File: src/rtl/wpic_pkg.sv
package wpic_pkg;

    // Copy indices travel in a fixed-width field so tags share one type.
    localparam int COPY_IDX_W = 8;

    typedef logic [COPY_IDX_W-1:0] copy_idx_t;

    // One wave in flight: whether the slot is live and which copy carries it.
    typedef struct packed {
        logic      live;
        copy_idx_t copy;
    } wave_tag_t;

    function automatic int ceil_div(input int num, input int den);
        return (num + den - 1) / den;
    endfunction

    // Number of waves that can be outstanding at once.
    function automatic int wave_slots(input int lat, input int gap, input int copies);
        if (copies > 1)
            return copies * ceil_div(lat + 1, copies);
        return ceil_div(lat + 1, gap);
    endfunction

    // Holding buffer: outstanding waves plus one draining head plus one launch margin.
    function automatic int hold_depth(input int lat, input int gap, input int copies);
        return wave_slots(lat, gap, copies) + 2;
    endfunction

    // Bits needed to count from 0 to max_val inclusive.
    function automatic int count_w(input int max_val);
        return (max_val < 2) ? 1 : $clog2(max_val + 1);
    endfunction

    function automatic bit cfg_ok(input int lat, input int gap, input int copies);
        return (gap >= 1) && (copies >= 1) && (lat >= gap) && (lat >= copies)
            && ((gap == 1) || (copies == 1)) && (copies <= (1 << COPY_IDX_W));
    endfunction

endpackage

File: src/rtl/wpic_launch_gate.sv
module wpic_launch_gate
    import wpic_pkg::*;
#(
    parameter int GAP    = 1,
    parameter int COPIES = 1
) (
    input  logic      clk,
    input  logic      rst,
    input  logic      in_valid,
    input  logic      room,
    output logic      in_ready,
    output logic      launch,
    output copy_idx_t launch_copy
);

    localparam int GAP_W = count_w(GAP);

    logic spaced;

    generate
        if (GAP > 1) begin : g_spacing
            logic [GAP_W-1:0] wait_q;
            always_ff @(posedge clk) begin
                if (rst)
                    wait_q <= '0;
                else if (launch)
                    wait_q <= GAP_W'(GAP - 1);
                else if (wait_q != '0)
                    wait_q <= wait_q - GAP_W'(1);
            end
            assign spaced = (wait_q == '0);
        end else begin : g_every_cycle
            assign spaced = 1'b1;
        end
    endgenerate

    assign in_ready = spaced && room;
    assign launch   = in_valid && in_ready;

    generate
        if (COPIES > 1) begin : g_rotate
            copy_idx_t next_q;
            always_ff @(posedge clk) begin
                if (rst)
                    next_q <= '0;
                else if (launch)
                    next_q <= (next_q == copy_idx_t'(COPIES - 1)) ? '0 : next_q + copy_idx_t'(1);
            end
            assign launch_copy = next_q;
        end else begin : g_single
            assign launch_copy = '0;
        end
    endgenerate

endmodule

File: src/rtl/wpic_wave_path.sv
module wpic_wave_path
    import wpic_pkg::*;
#(
    parameter int DATA_W = 16,
    parameter int LAT    = 5,
    parameter int COPIES = 1
) (
    input  logic              clk,
    input  logic              launch,
    input  copy_idx_t         launch_copy,
    input  logic [DATA_W-1:0] launch_data,
    input  copy_idx_t         sample_copy,
    output logic [DATA_W-1:0] settled
);

    typedef logic [DATA_W-1:0] word_t;

    word_t copy_out [COPIES];

    // Each copy: a launch register feeding an identity path. The stages that
    // follow stand in for propagation, so the far end shows the wave launched
    // exactly LAT edges before; any other cycle shows a different wave.
    for (genvar c = 0; c < COPIES; c++) begin : g_copy
        word_t front_q;
        word_t wave_q [LAT];

        always_ff @(posedge clk) begin
            if (launch && (launch_copy == copy_idx_t'(c)))
                front_q <= launch_data;
            wave_q[0] <= front_q;
            for (int k = 1; k < LAT; k++)
                wave_q[k] <= wave_q[k-1];
        end

        assign copy_out[c] = wave_q[LAT-1];
    end

    always_comb begin
        settled = copy_out[0];
        for (int c = 1; c < COPIES; c++)
            if (sample_copy == copy_idx_t'(c))
                settled = copy_out[c];
    end

endmodule

File: src/rtl/wpic_tag_line.sv
module wpic_tag_line
    import wpic_pkg::*;
#(
    parameter int LAT = 5
) (
    input  logic                           clk,
    input  logic                           rst,
    input  logic                           launch,
    input  copy_idx_t                      launch_copy,
    output logic                           land,
    output copy_idx_t                      land_copy,
    output logic [count_w(LAT + 1)-1:0]    inflight
);

    localparam int STAGES = LAT + 1;
    localparam int FLY_W  = count_w(STAGES);

    wave_tag_t        line_q [STAGES];
    logic [FLY_W-1:0] fly_q;

    always_ff @(posedge clk) begin
        if (rst) begin
            for (int k = 0; k < STAGES; k++)
                line_q[k] <= '0;
        end else begin
            line_q[0] <= '{live: launch, copy: launch_copy};
            for (int k = 1; k < STAGES; k++)
                line_q[k] <= line_q[k-1];
        end
    end

    // Last stage live: the wave has settled and is sampled at the coming edge.
    assign land      = line_q[LAT].live;
    assign land_copy = line_q[LAT].copy;

    always_ff @(posedge clk) begin
        if (rst)
            fly_q <= '0;
        else
            fly_q <= fly_q + FLY_W'(launch) - FLY_W'(land);
    end

    assign inflight = fly_q;

endmodule

File: src/rtl/wpic_hold_fifo.sv
module wpic_hold_fifo
    import wpic_pkg::*;
#(
    parameter int DATA_W = 16,
    parameter int DEPTH  = 8
) (
    input  logic                       clk,
    input  logic                       rst,
    input  logic                       push,
    input  logic [DATA_W-1:0]          push_data,
    input  logic                       out_ready,
    output logic                       out_valid,
    output logic [DATA_W-1:0]          out_data,
    output logic [count_w(DEPTH)-1:0]  fill
);

    localparam int PTR_W  = (DEPTH > 1) ? $clog2(DEPTH) : 1;
    localparam int FILL_W = count_w(DEPTH);

    logic [DATA_W-1:0] slot_q [DEPTH];
    logic [PTR_W-1:0]  rd_q, wr_q;
    logic [FILL_W-1:0] fill_q;
    logic              pop;

    function automatic logic [PTR_W-1:0] bump(input logic [PTR_W-1:0] p);
        return (p == PTR_W'(DEPTH - 1)) ? '0 : p + PTR_W'(1);
    endfunction

    assign out_valid = (fill_q != '0);
    assign out_data  = slot_q[rd_q];
    assign pop       = out_valid && out_ready;
    assign fill      = fill_q;

    always_ff @(posedge clk) begin
        if (push)
            slot_q[wr_q] <= push_data;
    end

    always_ff @(posedge clk) begin
        if (rst) begin
            rd_q   <= '0;
            wr_q   <= '0;
            fill_q <= '0;
        end else begin
            if (push)
                wr_q <= bump(wr_q);
            if (pop)
                rd_q <= bump(rd_q);
            fill_q <= fill_q + FILL_W'(push) - FILL_W'(pop);
        end
    end

endmodule

File: src/rtl/wave_issue_ctrl.sv
module wave_issue_ctrl
    import wpic_pkg::*;
#(
    parameter int DATA_W = 16,
    parameter int LAT    = 5,
    parameter int GAP    = 1,
    parameter int COPIES = 3
) (
    input  logic              clk,
    input  logic              rst,
    input  logic              in_valid,
    output logic              in_ready,
    input  logic [DATA_W-1:0] in_data,
    output logic              out_valid,
    input  logic              out_ready,
    output logic [DATA_W-1:0] out_data
);

    localparam int HOLD_DEPTH = hold_depth(LAT, GAP, COPIES);
    localparam int FILL_W     = count_w(HOLD_DEPTH);
    localparam int FLY_W      = count_w(LAT + 1);
    localparam int OCC_W      = count_w(HOLD_DEPTH + LAT + 1);

    if (!cfg_ok(LAT, GAP, COPIES)) begin : g_bad_cfg
        $error("wave_issue_ctrl: illegal LAT/GAP/COPIES combination");
    end

    logic              launch;
    copy_idx_t         launch_copy;
    logic              land;
    copy_idx_t         land_copy;
    logic [DATA_W-1:0] settled;
    logic [FILL_W-1:0] fill_cnt;
    logic [FLY_W-1:0]  inflight_cnt;
    logic              room;

    // Launch only if every wave already committed still finds a slot.
    assign room = (OCC_W'(fill_cnt) + OCC_W'(inflight_cnt)) < OCC_W'(HOLD_DEPTH);

    wpic_launch_gate #(
        .GAP    (GAP),
        .COPIES (COPIES)
    ) u_gate (
        .clk         (clk),
        .rst         (rst),
        .in_valid    (in_valid),
        .room        (room),
        .in_ready    (in_ready),
        .launch      (launch),
        .launch_copy (launch_copy)
    );

    wpic_wave_path #(
        .DATA_W (DATA_W),
        .LAT    (LAT),
        .COPIES (COPIES)
    ) u_path (
        .clk         (clk),
        .launch      (launch),
        .launch_copy (launch_copy),
        .launch_data (in_data),
        .sample_copy (land_copy),
        .settled     (settled)
    );

    wpic_tag_line #(
        .LAT (LAT)
    ) u_tags (
        .clk         (clk),
        .rst         (rst),
        .launch      (launch),
        .launch_copy (launch_copy),
        .land        (land),
        .land_copy   (land_copy),
        .inflight    (inflight_cnt)
    );

    wpic_hold_fifo #(
        .DATA_W (DATA_W),
        .DEPTH  (HOLD_DEPTH)
    ) u_hold (
        .clk       (clk),
        .rst       (rst),
        .push      (land),
        .push_data (settled),
        .out_ready (out_ready),
        .out_valid (out_valid),
        .out_data  (out_data),
        .fill      (fill_cnt)
    );

endmodule

File: config.mk
export PLATFORM = sky130hd
export DESIGN_NAME = wave_issue_ctrl
export DESIGN_NICKNAME = d
export VERILOG_FILES = /design/src/rtl/wpic_pkg.sv /design/src/rtl/wpic_launch_gate.sv /design/src/rtl/wpic_wave_path.sv /design/src/rtl/wpic_tag_line.sv /design/src/rtl/wpic_hold_fifo.sv /design/src/rtl/wave_issue_ctrl.sv
export SDC_FILE = /design/constraint.sdc
export NUM_CORES = 1
export LEC_CHECK = 0
export BUFFER_PORTS_ARGS = -buffer_cell sky130_fd_sc_hd__buf_2
export CAP_MARGIN = 0
export CORE_ASPECT_RATIO = 1.1
export CORE_UTILIZATION = 40
export CTS_BUF_LIST = sky130_fd_sc_hd__clkbuf_8 sky130_fd_sc_hd__clkbuf_16
export DETAILED_ROUTE_END_ITERATION = 8
export GPL_TIMING_DRIVEN = 0
export PLACE_DENSITY = 0.6
export SLEW_MARGIN = 20
export SYNTH_ARGS = -nofsm -noshare
export SYNTH_HDL_FRONTEND = slang
export SYNTH_HIERARCHICAL = 1
export SYNTH_SLANG_ARGS = --single-unit
File: constraint.sdc
create_clock -name clk -period 5.05 [get_ports clk]
set_clock_uncertainty 0.2 [all_clocks]
set_input_delay 0.505 -clock clk [delete_from_list [all_inputs] [get_ports clk]]
set_output_delay 0.505 -clock clk [all_outputs]
set_load 0.05 [all_outputs]
; ---- After elaboration in Yosys (flattened, before gate mapping)
; Memory sizes are Yosys's and may differ from the RTL's. A register that Yosys moved wholly into a read port is not among the register bits.
; Cells that the tools add are included.
[op_classes]
n_bitwise = 6
n_eq_ne = 6
n_reduce_logical = 7
n_lt_le_gt_ge = 1
mux = 18
n_addsub = 8
[ops]
columns = op, count
row1 = two-way mux 9 bit, 6
row2 = two-way mux 16 bit, 2
row3 = "equality test 8 x 1 -> 1 bit, second input constant", 2
row4 = "equality test 8 x 2 -> 1 bit, second input constant", 2
row5 = two-way mux 3 bit, 4
row6 = "adder 8 x 1 -> 8 bit, second input constant", 1
row7 = logical NOT 8 bit, 1
row8 = two-way mux 8 bit, 1
row9 = "adder 3 x 1 -> 3 bit, second input constant", 2
row10 = "equality test 3 bit, second input constant", 2
row11 = OR 1 bit, 6
row12 = logical AND 1 bit, 5
row13 = two-way mux 1 bit, 5
row14 = adder 4 x 1 -> 4 bit, 1
row15 = adder 4 x 3 -> 4 bit, 1
row16 = "< comparator 4 bit, second input constant", 1
row17 = nonzero test 4 bit, 1
row18 = subtractor 4 x 1 -> 4 bit, 1
row19 = adder 3 x 1 -> 3 bit, 1
row20 = subtractor 3 x 1 -> 3 bit, 1
[word_totals]
mem_count = 5
inputBits = 20
ram_bits = 422
regBits = 69
[memory_table]
columns = name, words, width, rd, rd_clocked_by_memory_dff, wr, line
row1 = u_hold.slot_q, 8, 16, 1, 1, 1, wpic_hold_fifo.sv:20  ; logic [DATA_W-1:0] slot_q [DEPTH];
row2 = u_path.g_copy[0].wave_q, 5, 16, 5, 0, 5, wpic_wave_path.sv:25  ; word_t wave_q [LAT];
row3 = u_path.g_copy[1].wave_q, 5, 16, 5, 0, 5, wpic_wave_path.sv:25
row4 = u_path.g_copy[2].wave_q, 5, 16, 5, 0, 5, wpic_wave_path.sv:25
row5 = u_tags.line_q, 6, 9, 6, 0, 6, wpic_tag_line.sv:18  ; wave_tag_t line_q [STAGES];

; ---- Depth between registers and ports, before layout
[depth]
word_depth = 5
depth_mapped = 12
depth_no_buf = 11

; ---- Hierarchy
; The synthesis kept the hierarchy.
[by_module_without_submodules]
columns = mod, area_each_um2, n_inst, cells_each, seq_area_each_um2
row1 = wpic_wave_path, 6865.3, 1, 394, 6246.0
row2 = wpic_hold_fifo, 5572.8, 1, 260, 4103.9
row3 = wpic_tag_line, 1622.8, 1, 127, 1141.1
row4 = wpic_launch_gate, 407.9, 1, 46, 160.2
row5 = wave_issue_ctrl, 51.3, 1, 5, 0.0

; ---- Worst setup path after synthesis
; Ideal clock, no wire load.
[synth_timing]
kind = reg2reg
startpoint = reg u_tags.fly_q[1] (netlist: u_tags/inflight[1])
endpoint = reg u_path.g_copy[1].front_q[0], enable pin
stages_incl_launch_ff = 11
setup_slack_ps = 1281
t_arrival_ps = 3157
setup_time_ps = 413
synth_period_minus_slack_ps = 3769
t_required_ps = 4437
path_cell_list = dfxtp_1 -> ha_1 -> a31o_1 -> a21oi_2 -> xor2_1 -> nand2_1 -> buf_2 -> inv_1 -> nor4b_1 -> nand2_1 -> nor3b_1
[synth_between]
elab_chain_len = 4
[synth_rtl]
columns = element, line
row1 = start: declaration, wpic_tag_line.sv:19  ; logic [FLY_W-1:0] fly_q;
row2 = start signal: assignment, wpic_tag_line.sv:40  ; fly_q <= fly_q + FLY_W'(launch) - FLY_W'(land);
row3 = adder 4 x 3 -> 4 bit, wave_issue_ctrl.sv:38  ; assign room = (OCC_W'(fill_cnt) + OCC_W'(inflight_cnt)) < OCC_W'(HOLD_DEPTH);
row4 = < comparator 4 bit, wave_issue_ctrl.sv:38
row5 = via room, wave_issue_ctrl.sv:35  ; logic room;
row6 = logical AND 1 bit, wpic_launch_gate.sv:38  ; assign launch = in_valid && in_ready;
row7 = via launch, wave_issue_ctrl.sv:28  ; logic launch;
row8 = logical AND 1 bit, wpic_wave_path.sv:28  ; if (launch && (launch_copy == copy_idx_t'(c)))
row9 = end signal: assignment, wpic_wave_path.sv:29  ; front_q <= launch_data;
row10 = end: declaration, wpic_wave_path.sv:24  ; word_t front_q;
; The timed path passes the listed nets, and every way through them passes these cells.
; A chain may end at the register's enable or synchronous reset.

; ---- Final worst setup path
[layout_timing]
startpoint = reg u_tags.fly_q[1] (netlist: u_tags/inflight[1])
endpoint = reg u_path.g_copy[2].front_q[7], enable pin
[layout_between]
elab_chain_len = 4
[layout_rtl]
columns = element, line
row1 = adder 4 x 3 -> 4 bit, wave_issue_ctrl.sv:38
row2 = < comparator 4 bit, wave_issue_ctrl.sv:38
row3 = via room, wave_issue_ctrl.sv:35
row4 = logical AND 1 bit, wpic_launch_gate.sv:38
row5 = via launch, wave_issue_ctrl.sv:28
row6 = logical AND 1 bit, wpic_wave_path.sv:28
row7 = end signal: assignment, wpic_wave_path.sv:29
row8 = end: declaration, wpic_wave_path.sv:24
; The timed path passes the listed nets, and every way through them passes these cells.

==> impl_results.md <==
* Grt total ovfl at 0
* Synth async-reset ratio at 0
* R2R Path End: u_path/g_copy[2].front_q[7]$_DFFE_PP_
* PwrDens at 513 mW/mm^2
* Die footprint at 0.0371 mm^2
* DP Area at 0.0155 mm^2
* Synth warn at 6
* CP arrival at 3930 ps
* CP dominant cell by count: nand2_1
* Slew Limit Fails at 0
* Worst Path Buf+Inv at 3
* Met3 usage at 0.0270
* Final net count at 980
* Grt met2 use at 0.194
* Hold Crit Class: primary input to flip-flop
* Num CTS Buffers at 44
* Drt first pass iters at 4
* Max FO, Critical Path at 10
* Status: completed
* Fin area at 0.0171 mm^2
* Largest stage delay, worst path at 640 ps
* Synth top area share at 0.438
* Clock tree from TritonCTS: done
* Worst Setup End Kind: flip-flop
* Vias/cell at 4.35
* Synth Cell Area at 0.0145 mm^2
* Combinational power share at 0.092
* Slowest library cell on the worst path: nor3b_2
* IO Port Bufs at 37
* Drt drc at 0
* H-tree depth at 2
* Net switching power at 2.00 mW
* FF-to-FF path depth at 11
* Rel. slew slack at 0.491
* CP endpoint: u_path/g_copy[2].front_q[7]$_DFFE_PP_
* Most area-consuming cells after synthesis: dfxtp_1 44%, edfxtp_1 36%, mux4_1 5.1%, nor2b_1 2.5%, nand3_1 1.3%
* Switching share of power at 0.227
* Met1 Track Usage GR at 0.142
* Number of hold violations in the final report at 0
* CP Cell Sequence: ha_1 > a31o_1 > a21oi_2 > xor2_1 > nand2_1 > buf_2 > inv_1 > nor4b_1 > nand2_1 > nor3b_2 > buf_4
* Post-route ant nets at 0
* First-pass GRT wire length at 33400 um
* Max Cap Viol at 0
* Vias in the first global route at 6439
* Clock buffer depth at 3
* Fraction of layout cells with a size suffix above 1 at 0.186
* Minimum clock period at 3870 ps
* RR Startpoint: u_tags/inflight[1]$_SDFF_PP0_
* Hold_ws at 95.0 ps
* PostCTS Resize Cnt at 0
* Worst path required time at 5110 ps
* Syn Nets at 868
* Row cnt at 72
* Most Crowded Layer GR: met2
* Sum Neg Setup Slack at 0 ps
* EDFF count, synth at 176
* Share of total power in the clock network at 0.374
* CP startpoint: u_tags/inflight[1]$_SDFF_PP0_
* Initial core utilization at 0.409
* Post-synthesis sequential area ratio at 0.802
* Synth area leader: dfxtp_1
* Worst-Margin Slew at 760 ps
* Worst-skew pair later-pin latency at 550 ps
* GRT Total Usage at 0.115
* Core area at 0.0355 mm^2
* Die Wd at 184 um
* Layout fillers at 3016
* Syn Area/Cell at 17.5 um^2
* R2R Setup Slk at 1180 ps
* Kind of cell adding the most delay to the critical path: simple AND/OR/NAND/NOR gates
* CTS Hold Bufs at 16
* Pint at 6.79 mW
* Root Buffer: clkbuf_16
* CP Launch Type: flip-flop
* Setup Viol. Count Final at 0
* Max Fclk at 258 MHz
* # clock sinks at 494
* ANT cells at 0
* Core Util, Final at 0.483
* Tot Pwr at 8.79 mW
* Primary FF master, synth: dfxtp_1
* Clock transition at the registers of the reported paths at 60 ps
* Crit path depth at 11
* Routed WL per cell at 14.0 um
* Final period util at 0.767
* Synth-to-layout area growth at 18.1%
* CP Class: flip-flop to flip-flop
* Pin count of the biggest net entering global routing at 18
* RSZ-0062 raised after global routing: no
* Max VDD drop at 0.249 mV
* Flops & latches, synth at 494
* Distinct cells, synth at 43
* I/O Pins at 38
* Die height at 202 um
* Initial antenna violation count at 0
* Leak Pwr at 6.38 nW
* Overall routed net length at 20400 um
* GPL Wtd Cong at 0.772
* Syn Inst Count at 832
* Sequential power share at 0.534
* Drt initial violations at 299
* Vias at 6344
* HPWL Detailed at 13500 um
* Post-CTS Setup Repair Bufs at 0
## metal layers
metal,routed length [um],vias to the layer above
met5,0,-
met4,396,0
met3,791,30
met2,10000,87
met1,9210,3012
li1,-,3215
## cell families (layout without fill, tap and decap cells)
family                   count (synthesis)  count (layout)  share of synthesized area
AND/OR/NAND/NOR                        165             165                     0.0627
multiplexers                            50              50                     0.0707
XOR/XNOR                                 5               5                    0.00396
buffers and inverters                   42             189                     0.0186
flip-flops                             494             494                      0.802
AO/OA/AOI/OAI                           60              60                     0.0268
adder cells (fa/ha/maj)                 16              16                     0.0148
## flip-flops by register name, summed over array words and instances (netlist names), named ones only
name / count
u_hold/slot_q: 128
u_tags/inflight: 3
u_path/g_copy.front_q: 48
u_tags/line_q: 54
u_hold/rd_q: 3
u_path/g_copy.wave_q: 240
u_gate/launch_copy: 8
u_hold/wr_q: 3
u_hold/fill: 4
## worst register-to-register path, cell delays in order, from the launching register on
cell and delay, ps:
dfxtp_1 400, ha_1 260, a31o_1 180, a21oi_2 140
xor2_1 420, nand2_1 130, buf_2 200, inv_1 250
nor4b_1 270, nand2_1 180, nor3b_2 640, buf_4 310
## area by class of cell
type                    instances  area, um^2  area share
well taps                     481         602      0.0351
clock inverters                26         240      0.0140
clock buffers                  55        1270      0.0744
repair buffers                 66         469      0.0274
inverters                      12        45.0     0.00263
multi-input cells             296        2640       0.154
flip-flops and latches        494       11700       0.680
plain buffers                  30         225      0.0131
## worst min-delay path by stage
stage                                            from                                     end  slack, ps  depth (start not counted)
4_1_cts                                           rst               u_hold/fill[1]$_SDFF_PP0_         70                          2
3_5_place_dp    u_path/g_copy[0].wave_q[0][0]$_DFF_P_  u_path/g_copy[0].wave_q[0][16]$_DFF_P_        110                          0
2_1_floorplan   u_path/g_copy[0].wave_q[0][0]$_DFF_P_  u_path/g_copy[0].wave_q[0][16]$_DFF_P_        110                          0
3_3_place_gp   u_path/g_copy[0].wave_q[0][55]$_DFF_P_  u_path/g_copy[0].wave_q[0][71]$_DFF_P_        110                          0
6_report                                          rst      u_gate/launch_copy[5]$_SDFFE_PP0P_        100                          2
5_1_grt                                           rst               u_hold/fill[0]$_SDFF_PP0_         90                          2
## power groups by stage
stage	clock network [mW]	registers [mW]	logic, mW
floorplan	0	4.74	0.611
global placement	0	4.78	0.784
finish	3.28	4.70	0.811
detailed placement	0	4.79	0.816
global route	3.56	4.73	0.894
CTS	3.38	4.70	0.828
## cell usage after synthesis, types with 4 or more instances
library cell,count
a21oi_1,13
a31oi_1,16
buf_2,6
buf_6,12
dfxtp_1,318
edfxtp_1,176
ha_1,14
inv_1,12
mux2_2,16
mux4_1,28
mux4_2,4
nand2_1,22
nand2b_1,5
nand3_1,39
nor2_1,18
nor2b_1,59
nor3_1,5
o21a_1,16
o21ai_0,6
## placed cells by master (no fill, tap or decap), drive strengths merged, types with 4 or more instances in the layout
cell type,count
edfxtp,176
nor3,5
a31oi,16
a21oi,15
clkinv,12
nand2,22
mux2,16
or4,4
buf,74
inv,24
nor2,18
nor2b,59
mux4,32
dlygate4sd3,16
o21a,16
nand2b,5
ha,14
o21ai,6
clkbuf,61
nand3,39
dfxtp,318
## stage by stage
stage	cells	setup slack (ps)
4_1_cts	1460	1080
2_1_floorplan	832	1280
6_report	1460	1180
3_5_place_dp	1363	1090
3_3_place_gp	1350	-85.9
5_1_grt	1460	845
(Power assumes the default switching activity.)
